--- src/rtl/fp_pipe_mul.sv ---
module fp_pipe_mul #(
  parameter int EXP_W = 8,
  parameter int MAN_W = 23
) (
  input  logic                     clk,
  input  logic                     rst,
  input  logic                     in_valid,
  input  logic                     in_exc,
  input  logic                     a_sign,
  input  logic [EXP_W-1:0]         a_exp,
  input  logic [MAN_W:0]           a_man,
  input  logic                     b_sign,
  input  logic [EXP_W-1:0]         b_exp,
  input  logic [MAN_W:0]           b_man,
  output logic                     out_valid,
  output logic                     out_exc,
  output logic                     res_sign,
  output logic [EXP_W-1:0]         res_exp,
  output logic [2*(MAN_W+1)-1:0]   res_man
);
  localparam int SIG_W  = MAN_W + 1;
  localparam int PROD_W = 2 * SIG_W;
  localparam int SUM_W  = EXP_W + 1;
  localparam logic [SUM_W-1:0] BIAS_V = SUM_W'((1 << (EXP_W - 1)) - 1);
  localparam logic [SUM_W-1:0] HI_LIM = BIAS_V + SUM_W'((1 << EXP_W) - 1);

  wire a_zero   = (a_exp == '0) && (a_man == '0);
  wire b_zero   = (b_exp == '0) && (b_man == '0);
  wire any_zero = a_zero | b_zero;

  // stage 1: capture operands, add exponents, flag zeros
  logic             s1_vld, s1_exc, s1_sign, s1_zero;
  logic [SUM_W-1:0] s1_esum;
  logic [MAN_W:0]   s1_ma, s1_mb;

  always_ff @(posedge clk) begin
    if (rst) begin
      s1_vld <= 1'b0;
      s1_exc <= 1'b0;
    end else begin
      s1_vld <= in_valid;
      s1_exc <= in_exc;
    end
    s1_sign <= a_sign ^ b_sign;
    s1_zero <= any_zero;
    s1_esum <= {1'b0, a_exp} + {1'b0, b_exp};
    s1_ma   <= a_man;
    s1_mb   <= b_man;
  end

  // stage 2: multiply significands, remove bias, range check
  logic              s2_vld, s2_exc, s2_sign, s2_zero, s2_range;
  logic [EXP_W-1:0]  s2_exp;
  logic [PROD_W-1:0] s2_prod;
  logic [SUM_W-1:0]  unbiased;

  assign unbiased = s1_esum - BIAS_V;

  always_ff @(posedge clk) begin
    if (rst) begin
      s2_vld <= 1'b0;
      s2_exc <= 1'b0;
    end else begin
      s2_vld <= s1_vld;
      s2_exc <= s1_exc;
    end
    s2_sign  <= s1_sign;
    s2_zero  <= s1_zero;
    s2_exp   <= unbiased[EXP_W-1:0];
    s2_range <= (s1_esum < BIAS_V) || (s1_esum > HI_LIM);
    s2_prod  <= PROD_W'(s1_ma) * PROD_W'(s1_mb);
  end

  // stage 3: zero mux and exception merge
  always_ff @(posedge clk) begin
    if (rst) begin
      out_valid <= 1'b0;
      out_exc   <= 1'b0;
    end else begin
      out_valid <= s2_vld;
      out_exc   <= s2_exc | (s2_range & ~s2_zero);
    end
    res_sign <= s2_zero ? 1'b0 : s2_sign;
    res_exp  <= s2_zero ? '0 : s2_exp;
    res_man  <= s2_zero ? '0 : s2_prod;
  end

  logic rst_q;
  always_ff @(posedge clk) rst_q <= rst;


  always @(negedge clk) begin
    if (rst_q === 1'b1) begin
      reset_clear_chk: assert (out_valid == 1'b0 && out_exc == 1'b0);
    end
  end


  valid_delay_chk: assert property (@(posedge clk) disable iff (rst)
    $past(in_valid, 3) |-> out_valid);


  exc_pass_chk: assert property (@(posedge clk) disable iff (rst)
    ($past(in_exc, 3) && out_valid) |-> out_exc);


  zero_force_chk: assert property (@(posedge clk) disable iff (rst)
    (out_valid && $past(any_zero, 3)) |-> (res_man == '0 && res_exp == '0 && !res_sign));


  sign_xor_chk: assert property (@(posedge clk) disable iff (rst)
    (out_valid && !$past(any_zero, 3)) |-> (res_sign == ($past(a_sign, 3) ^ $past(b_sign, 3))));
endmodule

--- config.mk ---
export PLATFORM = sky130hd
export DESIGN_NAME = fp_pipe_mul
export DESIGN_NICKNAME = d
export VERILOG_FILES = /design/src/rtl/fp_pipe_mul.sv
export SDC_FILE = /design/constraint.sdc
export NUM_CORES = 2
export LEC_CHECK = 0
export BUFFER_PORTS_ARGS = -buffer_cell sky130_fd_sc_hd__buf_2
export CORE_MARGIN = 1
export CORE_UTILIZATION = 32
export DETAILED_ROUTE_END_ITERATION = 10
export MAX_ROUTING_LAYER = met4
export PLACE_DENSITY = 0.5
export SKIP_CTS_REPAIR_TIMING = 1
export SLEW_MARGIN = 5
export SYNTH_ARGS = -nofsm -noshare
export SYNTH_HDL_FRONTEND = slang
export SYNTH_SLANG_ARGS = --single-unit
--- constraint.sdc ---
create_clock -name clk -period 6 [get_ports clk]
set_input_delay 1.2 -clock clk [delete_from_list [all_inputs] [get_ports clk]]
set_output_delay 1.2 -clock clk [all_outputs]
set_load 0.05 [all_outputs]
==> flow_summary.toml <==
[status]
status = "complete, but fails checks"
violations = "negative setup slack"

[route]
wl_per_cell_um = 17.3
avgViaCountPerCell = 4.56
drt-initial-drc-count = 585
firstDrtPassIters = 5
drc_errors = 0
vias = 17300
wl_um = 65600
ant_nets = 0

[floorplan]
initial_core_util_pct = 32.4
fp.dieH_um = 274
dieArea_um2 = 74900
dieWidth_um = 274
rows = 99
io_pins = 129
core_um2 = 73000

[global_route]
grt_usage_pct = 18.6
globalRoute.totalOverflow = 0
grt_max_degree = 38
grt_pass1_vias = 19500
antenna_found_initial = 1
grt_pass1_wl_um = 104000

[timing]
setup_violations = 24
timing_hold_violations_final = 0
max_slew_margin_pct = 57.8
hold_slack_ps = 335
worst_slack_ps = -542
fmax_mhz = 153
worst_slew_pin_slew_ps = 627
fin_skew_ps = 19.0
rsz0062_at_grt = "yes"
post-route-min-period_ps = 6540
period_share_pct = 109
slew_violations = 0

[synth]
synth_top_cell_by_area = "fa_1"
ys_top_cells_by_count = "inv_1 (568), fa_1 (483), nand2_1 (318)"
synth_edf_count = 0
synth_area_leaders = "fa_1 (41%), dfxtp_1 (15%), ha_1 (9.7%)"
ys.flop_type = "dfxtp_1"
post-synth-top-count-cell = "inv_1"
synth-seq-area-share_pct = 15.3
avgSynthCellArea_um2 = 9.41
ys_types = 54
async_flop_share_pct = 0
netlist.area_leader.share_pct = 40.9
syn-num-nets = 3248
ys_ff_latch = 181
synth_area_um2 = 23600
postSynthCellCount = 2511
yosysWarningCount = 0

[critical_path]
cp_cell_sequence = "buf_12 -> nand2_4 -> fa_1 -> inv_2 -> fa_1 -> inv_2 -> fa_1 -> inv_2 -> fa_1 -> fa_1 -> fa_1 -> inv_2 -> fa_1 -> inv_2 -> ha_4 -> and3_4 -> nand2_4 -> nor3_2 -> o211ai_1 -> buf_4 -> a2111oi_4 -> o21ai_2 -> a211o_1 -> o21ai_1"
r2r_slack_ps = -540
crit_buf_inv = 7
cpMostUsedCell = "fa_1"
crit_fanout = 8
cp.arrival_ps = 6950
ff2ff_path_depth = 24
crit_slowest_cell = "fa_1"
cp.required_ps = 6410
r2r_start = "s1_ma[7]"
reg2reg_to = "s2_prod[45]"
setup.worst_path.class = "flop to flop"
cpPeakStageDelay_ps = 570
cp_top_family = "adder cells"
end_kind = "flop"
worst_setup_path_start_kind = "flop"

[clock_tree]
clk_path_buf_depth = 2
clk_pin_slew_worst_paths_ps = 90
clock_sinks = 181
cts_max_level = 4
cts_buffers = 17
cts_root_buffer = "clkbuf_16"
clkLatencyLatePin_ps = 480
cts_tree = "done"

[flow_run]
drv_cap = 0

[finish]
syn_to_final_growth_pct = 22.6
diodes = 0
multi_input_area_um2 = 18000
fin_area_um2 = 29000
fill_cells = 7259
drive_gt1_share_pct = 20.9
ff_latch_area_um2 = 3700
final_nets = 3558

[placed_design]
placed_area_um2 = 27400
numPortBuffers = 128
dp_hpwl_um = 54300
gp_congestion = 0.867

[worst_hold_path]
hold_start = "s1_zero"
worst_hold_path.num_cells = 0
worstHoldEndpoint = "s2_zero"
hp-class = "flop to flop"
## cell usage in the layout (no fill, tap or decap), types with 8 or more instances in the layout
cell type  netlist  routed
a21oi_1         49      41
fa_1           483     466
xnor2_1         31      30
nor4_1          17      17
buf_6            0      19
inv_2            0      20
and2_1         301     291
nand4_1         13      13
a21o_1          23      23
nand2_1        318     310
nand3_1         12      11
dfxtp_2          0      11
and2_4           0      10
clkbuf_16        0      18
o21ai_0         18      15
ha_4             0      17
inv_1          568     548
buf_2            0     128
nor2b_1         64      64
dfxtp_4          0      17
nor2_1          24      19
buf_12           0      37
ha_1           184     163
xor2_1          25      25
o21ai_2          1       9
fa_2             0      17
buf_4            0     216
o21bai_1         9       8
dfxtp_1        181     153
## worst reg2reg max path, stage by stage, from the launching register on
cell       delay (ps)
dfxtp_2           350
buf_12            140
nand2_4            70
fa_1              550
inv_2              40
fa_1              520
inv_2              50
fa_1              540
inv_2              40
fa_1              500
fa_1              530
fa_1              510
inv_2              40
fa_1              570
inv_2              60
ha_4              280
and3_4            200
nand2_4            60
nor3_2            150
o211ai_1          110
buf_4             170
a2111oi_4         500
o21ai_2           160
a211o_1           280
o21ai_1            70
## metrics by stage
| stage | util, % | instances | TNS (ps) | setup WS (ps) |
|---|---|---|---|---|
| 6_report | 39.7 | 3793 | -6210 | -542 |
| 2_1_floorplan | - | 2511 | -34.9 | -26.7 |
| 3_3_place_gp | 37.6 | 3727 | -15400 | -746 |
| 4_1_cts | 38.4 | 3759 | -17000 | -853 |
| 3_5_place_dp | 37.6 | 3727 | -16240 | -815 |
| 5_1_grt | 39.7 | 3793 | -12230 | -779 |
## layer usage
layer | track usage [%] | part of all wire (%) | up-vias
li1 | - | - | 8000
met4 | 7.45 | 3.6 | 0
met5 | - | 0 | -
met1 | 20.1 | 39 | 8909
met2 | 34.2 | 55 | 293
met3 | 2.30 | 2.8 | 108
## flip-flops by register name, indices dropped and copies added, names as in the netlist
name / count
out_exc: 1
out_valid: 1
res_exp: 8
res_man: 48
res_sign: 1
s1_esum: 9
s1_exc: 1
s1_ma: 24
s1_mb: 24
s1_sign: 1
s1_vld: 1
s1_zero: 1
s2_exc: 1
s2_exp: 8
s2_prod: 48
s2_range: 1
s2_sign: 1
s2_vld: 1
s2_zero: 1
## kinds of logic after synthesis
logic type               synth area share [%]
flip-flops                               15.3
AND/OR/NAND/NOR                          16.6
adder cells (fa/ha/maj)                  50.7
AO/OA/AOI/OAI                            4.45
XOR/XNOR                                 2.08
buffers and inverters                    10.8
## final cells by class
type                       instances  share of cell area, %
timing repair buffer             405                   11.4
clock buffer                      18                   1.48
inverter                         568                   7.36
multi-input combinational       1648                   62.3
clock inverter                    14                  0.575
sequential                       181                   12.8
tap                              959                   4.14
## worst max-delay path by stage
stage	from	endpoint	slack, ps	depth (start not counted)
6_report	s1_ma[7]	s2_prod[45]	-540	24
5_1_grt	s1_ma[12]	s2_prod[45]	-780	22
4_1_cts	s1_ma[17]	s2_prod[42]	-850	21
3_5_place_dp	s1_ma[17]	s2_prod[42]	-810	21
3_3_place_gp	s1_ma[17]	s2_prod[42]	-750	21
2_1_floorplan	s1_ma[20]	s2_prod[41]	-30	24
Power is left out: the tool's default activity adds up to more than one toggle a clock period on the data nets, which glitch-free logic cannot reach.
